--- config.mk ---
export PLATFORM = sky130hd
export DESIGN_NAME = frame_handshake
export DESIGN_NICKNAME = d
export VERILOG_FILES = /design/src/rtl/frame_handshake.sv
export SDC_FILE = /design/constraint.sdc
export NUM_CORES = 1
export LEC_CHECK = 0
export ABC_AREA = 1
export BUFFER_PORTS_ARGS = -buffer_cell sky130_fd_sc_hd__buf_2
export CORE_AREA = 2 2 39 41
export CTS_BUF_LIST = sky130_fd_sc_hd__clkbuf_8
export DETAILED_ROUTE_END_ITERATION = 10
export DIE_AREA = 0 0 41 43
export PLACE_DENSITY = 0.46
export SYNTH_ARGS = -nofsm -noshare
export SYNTH_HDL_FRONTEND = slang
export SYNTH_SLANG_ARGS = --single-unit
--- constraint.sdc ---
create_clock -name clk -period 1.2 [get_ports clk]
set_input_delay 0.24 -clock clk [delete_from_list [all_inputs] [get_ports clk]]
set_output_delay 0.24 -clock clk [all_outputs]
set_load 0.02 [all_outputs]
--- src/rtl/frame_handshake.sv ---
module frame_handshake (
  input  logic clk,
  input  logic rst_n,
  input  logic hdr_valid,
  input  logic hdr_ab,
  input  logic hdr_par_ok,
  input  logic src_vsync,
  input  logic out_vblank,
  input  logic ready_in,
  output logic ready_out,
  output logic notify,
  output logic bank_sel
);

  typedef enum logic [1:0] {
    S_IDLE   = 2'd0,
    S_RECV   = 2'd1,
    S_NOTIFY = 2'd2,
    S_HOLD   = 2'd3
  } phase_t;

  phase_t phase, phase_nx;
  logic   ab_seen;
  logic   new_frame;
  logic   swap_now;

  assign new_frame = (phase == S_IDLE) && hdr_valid && hdr_par_ok && (hdr_ab != ab_seen);
  assign swap_now  = (phase == S_HOLD) && ready_in && out_vblank;
  assign notify    = (phase == S_NOTIFY);
  assign ready_out = (phase == S_HOLD);

  always_comb begin
    phase_nx = phase;
    case (phase)
      S_IDLE:   if (new_frame) phase_nx = S_RECV;
      S_RECV:   if (src_vsync) phase_nx = S_NOTIFY;
      S_NOTIFY: phase_nx = S_HOLD;
      S_HOLD:   if (swap_now)  phase_nx = S_IDLE;
      default:  phase_nx = S_IDLE;
    endcase
  end

  always_ff @(posedge clk or negedge rst_n) begin
    if (!rst_n) begin
      phase    <= S_IDLE;
      ab_seen  <= 1'b0;
      bank_sel <= 1'b0;
    end else begin
      phase <= phase_nx;
      if (new_frame) ab_seen  <= hdr_ab;
      if (swap_now)  bank_sel <= ~bank_sel;
    end
  end

  p_notify_single_r5: assert property (@(posedge clk) disable iff (!rst_n)
    notify |=> !notify);

  p_ready_follows_notify_r5: assert property (@(posedge clk) disable iff (!rst_n)
    notify |=> ready_out);

  p_notify_after_vsync_r4: assert property (@(posedge clk) disable iff (!rst_n)
    notify |-> $past(src_vsync));

  p_ready_holds_r7: assert property (@(posedge clk) disable iff (!rst_n)
    (ready_out && !(ready_in && out_vblank)) |=> (ready_out && $stable(bank_sel)));

  p_swap_clears_ready_r6: assert property (@(posedge clk) disable iff (!rst_n)
    (ready_out && ready_in && out_vblank) |=> (!ready_out && (bank_sel != $past(bank_sel))));

  p_bank_only_on_barrier_r6: assert property (@(posedge clk) disable iff (!rst_n)
    (bank_sel != $past(bank_sel)) |-> $past(ready_out && ready_in && out_vblank));

endmodule

Word level (Yosys, flattened, before mapping)
Cells that the tools add are included.
Widths: inputs -> output; s select.
{"block": "word_totals", "word_cells": 22, "output_inout_bits": 3, "in_bits": 8, "register_bits": 4}
{"block": "op_classes", "n_eq_ne": 7, "bitwise_logic": 1, "n_mux": 4, "n_reduce_logical": 7}
{"operator": "$pmux 2 s4", "count": 1}
{"operator": "$mux 2", "count": 3}
{"operator": "$logic_and 1x1->1", "count": 5}
{"operator": "$eq 2x2->1 const B", "count": 2}
{"operator": "$ne 2x2->1 const B", "count": 2}
{"operator": "$reduce_and 3->1", "count": 1}
{"operator": "$eq 2x1->1 const B", "count": 1}
{"operator": "$logic_not 2->1", "count": 1}
{"operator": "$ne 2x1->1 const B", "count": 1}
{"operator": "$ne 1x1->1", "count": 1}
{"operator": "$not 1->1", "count": 1}

Logic depth before layout (Yosys ltp)
Gate-level depths: netlist (run 1).
{"block": "depth", "ltp_word": 6, "depth_mapped": 9, "ltp_nobuf": 9}

Worst setup path before layout (run 1)
OpenSTA, ideal clock, no wires.
{"block": "synth_timing", "path_kind": "register -> register", "startpoint": "register phase[0]", "endpoint": "register phase[0]", "t_required_ns": 1.083, "arrival_time_ns": 1.164, "setup_time_ns": 0.117, "stages_incl_launch_ff": 7, "path_buffers": 0, "setup_slack_ns": -0.081, "period_less_slack_ns": 1.281, "path_cell_list": "dfrtp_1 -> ha_1 -> nand3_2 -> a21oi_2 -> nand2_1 -> nand2_1 -> nand2_1"}
{"block": "synth_between", "elab_cells_between_ends": 14, "classes_between": "6 x eq/ne; 1 x mux; 7 x reduce/logical"}
{"item": "start, declared", "line": "22", "rtl": "phase_t phase, phase_nx;"}
{"item": "start signal, assigned", "line": "49", "rtl": "phase <= phase_nx;"}
{"item": "$eq 2x2->1 (*)"}
{"item": "via ready_out", "line": "10", "rtl": "output logic ready_out,"}
{"item": "$logic_and 1x1->1 (2 in series)", "line": "28", "rtl": "assign swap_now = (phase == S_HOLD) && ready_in && out_vblank;"}
{"item": "$ne 2x1->1 (no line)"}
{"item": "$reduce_and 3->1 (no line)"}
The timed path passes the listed nets; every way through them passes the cells marked *.
A chain may end at the register's enable or synchronous reset.

Worst setup path after layout (run 1)
{"block": "layout_timing", "startpoint": "register phase[1]", "endpoint": "output port ready_out"}
{"block": "layout_between", "elab_chain_len": 1}
{"item": "$eq 2x2->1", "line": "30", "rtl": "assign ready_out = (phase == S_HOLD);"}
{"item": "end, declared", "line": "10"}
No other way between the ends.

==> metrics.csv, run 1 <==
metric;value;unit
CTS Buf Count;3;
R2R setup slack;-0.02;ns
sequential fraction of the synthesis area;34.04;%
Slew Limit Headroom;87.58;%
Reg2Reg Capture Point;phase[0];
routed vias/inst;3.915;
hold path depth;3;
critical path arrival;1.02;ns
global-route wire length before repair;848;um
#FFs+latches synth;4;
initial antenna violation count;0;
worst-case reg-to-reg path depth;8;
minimum clock period;1.257;ns
Worst setup EP type;primary output;
Pre-antenna DRT Iters;2;
worst slack at placement;-0.07667;ns
Routed wire per std cell;8.310;um
post-synthesis net count;49;
Max Clk Rate;795.7;MHz
Tightest Pin Transition;0.1863;ns
WHS;0.2730;ns
# port buffers;10;
Final Hold Viols;0;
Die Height;43;um
gr ovfl total;0;
TritonCTS Sinks;4;
WS Path Type;reg2out;
number of routed nets with antenna violations;0;
worst hold path type;in2reg;
vias in the first global route;259;
Hold EP;ab_seen;
Area Overhead vs Synth;76.60;%
synthesized instance count;36;
Crit path required time;0.96;ns
Power Density;2584;nW/um2
core area;1384;um2
CP Max Fanout;4;
CTS root buf;clkbuf_8;
post-DP HPWL;461.2;um
total of max-cap violations;0;
Die ar.;1763;um2
synth top area cells;dfrtp_1, ha_1, nand2_1;
largest net degree at the start of global routing;5;
CTS tree;done;
worst r2r src;phase[1];
VDD IR max;0.6321;mV
violated checks;setup timing;
Worst setup SP type;flip-flop;
fin util;37.52;%
Total Nets Final;69;
# diodes;0;
CTS H-tree depth;1;
run status;finished with violations;
Final WS setup;-0.05680;ns
die width;41;um
DRC viols;0;
RePlAce Congestion;0.6399;
HP Start;hdr_ab;
Clk Latency, worst-skew pair;0.22;ns
fin crit share;104.7;%
layout cells sized above 1;61.82;%
Yosys top cell by area;dfrtp_1;
GRT Util Overall;7.992;%
DR vias;278;
syn_area_per_cell;8.168;um2
FILL cells;160;
FP Rows;14;
initial cell density of the core;21.25;%
area of the mapped netlist;294.0;um2
CTS max path bufs;2;
Yosys cell types;12;
RSZ-0062 raised after global routing;true;
I/O pin count;11;
final wirelength;590;um
post-synth top area share;34.04;%
Reg clk slew, reported paths;0.04;ns
Setup Skew;0.004483;ns
Yosys warning count;0;
final-report setup violation count;4;
Leak Pwr;0.2506;nW
final slew viol count;0;
First DRT Iteration DRCs;3;
[worst max-delay path by stage]
| stage | startpoint | endpoint | slack [ns] | depth (start not counted) |
|---|---|---|---|---|
| after detailed placement | phase[0] | phase[0] | -0.08 | 9 |
| after global routing | phase[1] | phase[1] | -0.09 | 9 |
| final | phase[1] | ready_out | -0.06 | 2 |
| after CTS | phase[1] | ready_out | -0.06 | 2 |
| after global placement | phase[0] | phase[0] | -0.07 | 5 |
| after floorplan | phase[0] | phase[0] | 0.002 | 5 |
[state kept, by name, summed over array words and instances, names as in the netlist]
register and count:
phase 2, ab_seen 1, bank_sel 1
[final cells by class]
type / count / area [um2] / area share, %
Multi-Input combinational cell: 26 / 221.5 / 42.65
Sequential cell: 4 / 102.6 / 19.76
Timing Repair Buffer: 15 / 102.6 / 19.76
Clock buffer: 3 / 41.29 / 7.952
Inverter: 6 / 27.53 / 5.301
Tap cell: 16 / 20.02 / 3.855
Clock inverter: 1 / 3.754 / 0.7229
[where the power goes]
group          total (mW)  leakage (nW)  switching [mW]  internal (mW)
Clock               0.294        0.0269          0.0753          0.219
Combinational       0.727         0.177           0.365          0.363
Sequential          0.320        0.0463           0.106          0.215
[logic make-up (layout without fill, tap and decap cells)]
kind of cell,Yosys count,in the layout,synth area share (%)
and+or+nand+nor,18,18,29.36
xor gates and xnor gates,1,1,2.979
adders and majority gates,5,5,21.28
DFF,4,4,34.04
buffers and inverters,6,25,7.659
AOI/OAI and AO/OA,2,2,4.680
[worst max-delay path: stages, from the launching register on]
cell and delay [ns]:
dfrtp_2 0.47, ha_4 0.20, buf_6 0.13
[synth_stat cells, drive strengths merged]
master	instances
nand2	12
inv	6
ha	5
dfrtp	4
nand3	3
nor2	2
a21oi	1
o21ai	1
or2	1
xnor2	1
[per-stage QoR]
step                      power, mW  cells  instance area, um2  setup TNS, ns
after global placement       0.8927     64               420.4        -0.1437
after CTS                     1.335     70               509.2        -0.1454
final                         1.342     71               519.2        -0.1366
after global routing          1.460     71               519.2        -0.3236
after floorplan              0.7640     36               335.3              0
after detailed placement     0.9077     64               420.4        -0.1493
[routing by layer]
layer / track usage [%] / vias up / routed length, um
met2: 12.81 / 3 / 348
li1: - / 146 / -
met1: 5.696 / 127 / 215
met5: 0 / - / 0
met3: 0 / 2 / 10
met4: 14.00 / 0 / 16
[what timing repair did]
action                                 CTS  global route
pin swaps                                3             3
setup buffers                            1             1
setup endpoints to repair                4             4
hold buffers                             1             0
endpoints found under the hold margin    4             0
gates resized for setup                 10             1
[cell usage in the layout (no fill, tap or decap)]
cell type      count
nand2_1            9
clkbuf_8           3
inv_4              2
nand3_1            2
dlygate4sd3_1      1
ha_4               3
nand2_2            3
dfrtp_2            2
buf_6              2
xnor2_1            1
or2_2              1
buf_2              8
inv_1              4
a21oi_2            1
ha_2               2
inv_2              1
nand3_2            1
buf_4              4
nor2_1             1
nor2_4             1
dfrtp_1            2
o21ai_0            1
Note: power is estimated with default switching activity, not from simulation.
==> run 2: changes to the inputs <==
--- a/config.mk
+++ b/config.mk
@@ -12,5 +12,5 @@
 export DETAILED_ROUTE_END_ITERATION = 10
 export DIE_AREA = 0 0 41 43
-export PLACE_DENSITY = 0.46
+export PLACE_DENSITY = 0.44
 export SYNTH_ARGS = -nofsm -noshare
 export SYNTH_HDL_FRONTEND = slang
==> constraint.sdc (replaced) <==
create_clock -name clk -period 1.38 [get_ports clk]
set_input_delay 0.069 -clock clk [delete_from_list [all_inputs] [get_ports clk]]
set_output_delay 0.069 -clock clk [all_outputs]
set_load 0.02 [all_outputs]
==> metrics.csv, run 2 (synthesis gave the netlist of run 1 again) <==
metric;value;unit;change
CTS root buf;clkbuf_8;;
core area;1384;um2;unchanged
Reg clk slew, reported paths;0.03;ns;about the same
Slew Limit Headroom;88.13;%;+0.54 points
CP Max Fanout;4;;unchanged
number of routed nets with antenna violations;0;;unchanged
Crit path max-delay family;flip-flops;;
max reg flops;2;;unchanged
Setup Skew;0.002441;ns;-0.002042 ns
Sw Share;39.97;%;-0.71 points
initial cell density of the core;21.25;%;unchanged
Final Hold Viols;0;;unchanged
slowest stage delay, CP;0.41;ns;-0.06 ns
Max Clk Rate;743.6;MHz;
vias in the first global route;244;;-5.8%
initial antenna violation count;0;;unchanged
largest net degree at the start of global routing;5;;unchanged
Worst setup SP type;flip-flop;;
Regs by FF count;phase x2, ab_seen x1, bank_sel x1;;
final-report setup violation count;0;;-4
WP buf/inv;2;;+1
fin crit share;97.46;%;
Total Nets Final;69;;unchanged
Die Height;43;um;unchanged
Die ar.;1763;um2;unchanged
die width;41;um;unchanged
critical-path cell list;inv_2 -> buf_4 -> ha_1 -> or2_2 -> nand3_2 -> nand2_1;;
gr ovfl total;0;;unchanged
worst setup path startpoint;phase[0];;
routed vias/inst;4.014;;+2.5%
Crit path depth;6;;+4
CTS max path bufs;2;;unchanged
layout cells sized above 1;53.70;%;-8.1 points
worst hold path type;in2reg;;
worst r2r src;phase[0];;
post-DP HPWL;461.9;um;+0.15%
minimum clock period;1.345;ns;
final wirelength;650;um;+10%
I/O pin count;11;;unchanged
TritonCTS Sinks;4;;unchanged
hold path depth;3;;unchanged
Pint;0.6486;mW;-19%
Final WS setup;0.03512;ns;+0.09192 ns
Clock Power Share;22.1;%;+0.2 points
Clk Latency, worst-skew pair;0.21;ns;about the same
Leak Pwr;0.2488;nW;-0.72%
slowest stage cell, crit path;dfrtp_1;;
Pre-antenna DRT Iters;4;;+2
most frequent cells in the layout;nand2_1, buf_2, inv_1;;
power share of the combinational group;55.6;%;+1.4 points
worst slack at placement;0.05013;ns;+0.1268 ns
FP Rows;14;;unchanged
largest register by flop count;phase;;
HP Start;hdr_ab;;
CTS Buf Count;3;;unchanged
final slew viol count;0;;unchanged
# diodes;0;;unchanged
RePlAce Congestion;0.7666;;+20%
Area Overhead vs Synth;61.70;%;
CTS tree;done;;
VDD IR max;0.8470;mV;+34%
CTS H-tree depth;1;;unchanged
DRC viols;0;;unchanged
Power Density;2272;nW/um2;-12%
total of max-cap violations;0;;unchanged
worst-case reg-to-reg path depth;6;;-2
Routed wire per std cell;9.286;um;+12%
critical path arrival;1.44;ns;+0.42 ns
Crit path required time;1.48;ns;+0.52 ns
Tightest Pin Transition;0.1781;ns;-0.008172 ns
Worst setup EP type;flip-flop;;
First DRT Iteration DRCs;2;;-1
GRT Util Overall;8.459;%;+0.47 points
WS Path Type;reg2reg;;
# port buffers;10;;unchanged
placed cell area;364.1;um2;-13%
global-route wire length before repair;952;um;+12%
DR vias;281;;+1.1%
fin area;475.5;um2;-8.4%
Flop pwr share;22.3;%;-1.6 points
run status;completed;;
switching power;0.4319;mW;-21%
## run 2: cell types whose count changed in the layout (fill, tap and decap cells not counted), moves of 2 or more
| cell | delta |
|---|---|
| ha_1 | +3 |
| buf_2 | +2 |
| ha_4 | -2 |
| inv_4 | -2 |
## run 2: path summary, 6_finish.rpt
kind | end | slack (ns)
worst min register to register | bank_sel | 0.47
min in group asynchronous | bank_sel | 0.19
max in group asynchronous | phase[1] | 1.06
worst max-delay path | phase[0] | 0.04
worst min-delay path | ab_seen | 0.11
worst max register to register | phase[0] | 0.04
## run 2: tightest hold or removal path, cell delays in order
cell	delay, ns
buf_2	0.10
nand2_1	0.05
o21ai_0	0.06
## run 2: power groups by stage
stage	Clock, mW	Sequential, mW	Combinational (mW)
global route	0.263	0.249	0.676
detailed placement	0	0.235	0.442
global placement	0	0.231	0.444
CTS	0.249	0.233	0.447
finish	0.239	0.241	0.601
floorplan	0	0.240	0.326
## run 2: final cells by class
type | instances | area, um2
well taps | 16 | 20.02
flip-flops and latches | 4 | 101.3
fillers | 156 | 908.4
inverters | 6 | 22.52
clock buffers | 3 | 41.29
multi-input cells | 26 | 196.4
repair buffers | 15 | 93.84
## run 2: routing by layer
metal / wire length [um] / track usage, %
met2: 314 / 10.63
met5: 0 / 0
met3: 66 / 9.424
met1: 270 / 10.39
met4: 0 / 0
## run 2: what timing repair did
action | in CTS | in global routing
endpoints found under the hold margin | 4 | 0
resized for setup | 0 | 10
setup buffers | 0 | 4
hold buffers | 1 | 0
setup endpoints to repair | 0 | 2
## run 2: per-stage QoR
| step | power (mW) | instances | hold slack, ns | TNS, ns | util, % |
|---|---|---|---|---|---|
| 6_report | 1.080 | 70 | 0.1052 | 0 | 34.36 |
| 5_1_grt | 1.188 | 70 | 0.1535 | -0.008742 | 34.36 |
| 4_1_cts | 0.9295 | 66 | 0.1092 | 0 | 30.02 |
| 3_5_place_dp | 0.6767 | 62 | -0.1204 | 0 | 26.31 |
| 3_3_place_gp | 0.6752 | 62 | -0.1206 | 0 | 26.31 |
| 2_1_floorplan | 0.5661 | 36 | -0.2266 | 0 | - |
==> run 3: changes to the inputs <==
ABC_AREA = unset   (was 1)
PLACE_DENSITY = 0.42   (was 0.44)
==> metrics.csv, run 3 <==
metric;value;unit;change
slowest stage delay, CP;0.37;ns;-0.04 ns
Top FF cell, synth;dfrtp_1;;
Worst Setup EP;phase[1];;
commonest non-fill, non-tap cell in the layout;buf_2;;
post-synthesis net count;36;;-27%
Total Nets Final;57;;-17%
Post-synth ARST share;100.0;%;unchanged
minimum clock period;1.424;ns;+0.07870 ns
die width;41;um;unchanged
switching power;0.3626;mW;-16%
post-synth top area share;38.10;%;+4.1 points
FP Rows;14;;unchanged
slowest stage cell, crit path;dfrtp_1;;
synth cell count leaders;ha_1, dfrtp_1, nand3_1;;
Yosys top cell by area;dfrtp_1;;
fin crit share;103.2;%;+5.7 points
TritonCTS Sinks;4;;unchanged
WHS;0.1254;ns;+0.02025 ns
Worst setup SP type;flip-flop;;
CTS H-tree depth;1;;unchanged
RePlAce Congestion;0.7324;;-4.5%
Die Height;43;um;unchanged
Area Overhead vs Synth;70.48;%;
Slew Limit Headroom;91.35;%;+3.2 points
# diodes;0;;unchanged
CTS Buf Count;3;;unchanged
dominant cell by count in the synthesized netlist;ha_1;;
synthesized instance count;23;;-36%
Routed wire per std cell;9.414;um;+1.4%
hold path depth;2;;-1
power share of the combinational group;54.3;%;-1.3 points
gr ovfl total;0;;unchanged
CTS max path bufs;2;;unchanged
Setup Skew;0.004333;ns;+0.001892 ns
most frequent cells in the layout;buf_2, buf_4, nand3_1, dfrtp_1, clkbuf_8;;
Worst setup EP type;flip-flop;;
critical-path cell list;inv_2 -> ha_4 -> nor2b_4 -> a221o_1 -> mux2_4;;
worst r2r src;phase[1];;
Final Hold Viols;0;;unchanged
syn_area_per_cell;11.42;um2;+40%
vias in the first global route;236;;-3.3%
initial antenna violation count;0;;unchanged
I/O pin count;11;;unchanged
total of max-cap violations;0;;unchanged
number of routed nets with antenna violations;0;;unchanged
worst setup path startpoint;phase[1];;
#FFs+latches synth;4;;unchanged
violated checks;setup timing;;
Power Density;2375;nW/um2;+4.5%
Yosys warning count;0;;unchanged
DRC viols;0;;unchanged
final slew viol count;0;;unchanged
sequential fraction of the synthesis area;38.10;%;+4.1 points
Reg2Reg Capture Point;phase[1];;
Crit path required time;1.47;ns;about the same
R2R setup slack;-0.04;ns;-0.08 ns
# port buffers;10;;unchanged
Pint;0.7014;mW;+8.1%
VDD IR max;0.8344;mV;-1.5%
worst hold path type;in2reg;;
global-route wire length before repair;834;um;-12%
First DRT Iteration DRCs;4;;+2
CTS tree;done;;
Final WS setup;-0.04358;ns;-0.07870 ns
max reg flops;2;;unchanged
largest register by flop count;phase;;
EDFF count, synth;0;;unchanged
Pre-antenna DRT Iters;2;;-2
layout cells sized above 1;64.29;%;+11 points
Clk Latency, worst-skew pair;0.21;ns;about the same
Max Clk Rate;702.5;MHz;-5.5%
Die ar.;1763;um2;unchanged
final wirelength;546;um;-16%
post-DP HPWL;451.6;um;-2.2%
final-report setup violation count;1;;+1
Leak Pwr;0.2203;nW;-11%
DR vias;229;;-19%
GRT Util Overall;7.623;%;-0.84 points
area of the mapped netlist;262.8;um2;-11%
Reg clk slew, reported paths;0.03;ns;about the same
initial cell density of the core;18.99;%;-2.3 points
WS Path Type;reg2reg;;
Clock Power Share;22.7;%;+0.6 points
worst-case reg-to-reg path depth;5;;-1
Flop pwr share;23.0;%;+0.7 points
Yosys cell types;13;;+1
Sw Share;34.07;%;-5.9 points
routed vias/inst;3.948;;-1.6%
PnR Total Power;1.064;mW;-1.5%
RSZ-0062 raised after global routing;true;;
core area;1384;um2;unchanged
Tightest Pin Transition;0.1261;ns;-0.05202 ns
run status;finished with violations;;
placed cells;54;;-13%
final cell count without fillers;58;;-17%
synth top area cells;dfrtp_1, ha_1, nand3_1;;
CTS root buf;clkbuf_8;;
setup_tns;-0.04358;ns;-0.04358 ns
critical path arrival;1.51;ns;+0.07 ns
Regs by FF count;phase x2, ab_seen x1, bank_sel x1;;
CP Max Fanout;3;;-1
largest net degree at the start of global routing;5;;unchanged
worst slack at placement;-0.04747;ns;-0.09760 ns
run 3: stage by stage:
| step | util (%) | cell area (um2) |
|---|---|---|
| after floorplan | - | 267.8 |
| after global placement | 27.12 | 375.4 |
| after detailed placement | 27.12 | 375.4 |
| after CTS | 30.83 | 426.7 |
| after global routing | 32.37 | 447.9 |
| final | 32.37 | 447.9 |
run 3: routing by layer:
metal | part of all wire (%) | global-route usage [%]
met1 | 40 | 7.372
met2 | 43 | 10.94
met3 | 17 | 9.424
met4 | 0 | 0
met5 | 0 | 0
run 3: worst min-delay path by stage:
stage | start | end | slack (ns)
CTS | hdr_ab | ab_seen | 0.12
detailed placement | rst_n | ab_seen | -0.12
global route | hdr_ab | ab_seen | 0.14
global placement | rst_n | bank_sel | -0.12
floorplan | rst_n | ab_seen | -0.23
finish | hdr_ab | ab_seen | 0.13
run 3: logic make-up (layout without fill, tap and decap cells):
| family | after synthesis | after routing | share of synthesized area, % |
|---|---|---|---|
| buffers and inverters | 2 | 21 | 2.858 |
| adders and majority gates | 5 | 5 | 23.81 |
| AOI/OAI and AO/OA | 1 | 1 | 3.810 |
| DFF | 4 | 4 | 38.10 |
| xor gates and xnor gates | 2 | 2 | 6.668 |
| and+or+nand+nor | 6 | 6 | 10.95 |
| muxes | 3 | 3 | 13.81 |
run 3: area by class of cell:
class / instances / area, um2
inverters: 2 / 7.507
multi-input cells: 17 / 180.2
clock buffers: 3 / 41.29
flip-flops and latches: 4 / 101.3
repair buffers: 16 / 97.59
fillers: 147 / 935.9
well taps: 16 / 20.02
run 3: timing repair:
item,4_1_cts,5_1_grt
endpoints found under the hold margin,4,0
endpoints found under the setup margin,2,3
pin swaps,1,2
gates resized for setup,0,5
hold buffers,1,0
setup buffers,0,0
run 3: worst max-delay path, delay by kind of cell, from the launching register on:
kind / cells / cell delay, ns
compound gates: 1 / 0.29
fa+ha+maj: 1 / 0.15
buf+inv: 1 / 0.07
flops: 1 / 0.37
mux: 1 / 0.30
simple gates: 1 / 0.11
run 3: power by group through the flow:
stage               Sequential, mW  Combinational [mW]  Clock (mW)
floorplan                    0.247               0.325           0
CTS                          0.236               0.561       0.251
finish                       0.245               0.578       0.242
global placement             0.232               0.556           0
detailed placement           0.238               0.556           0
global route                 0.254               0.651       0.258
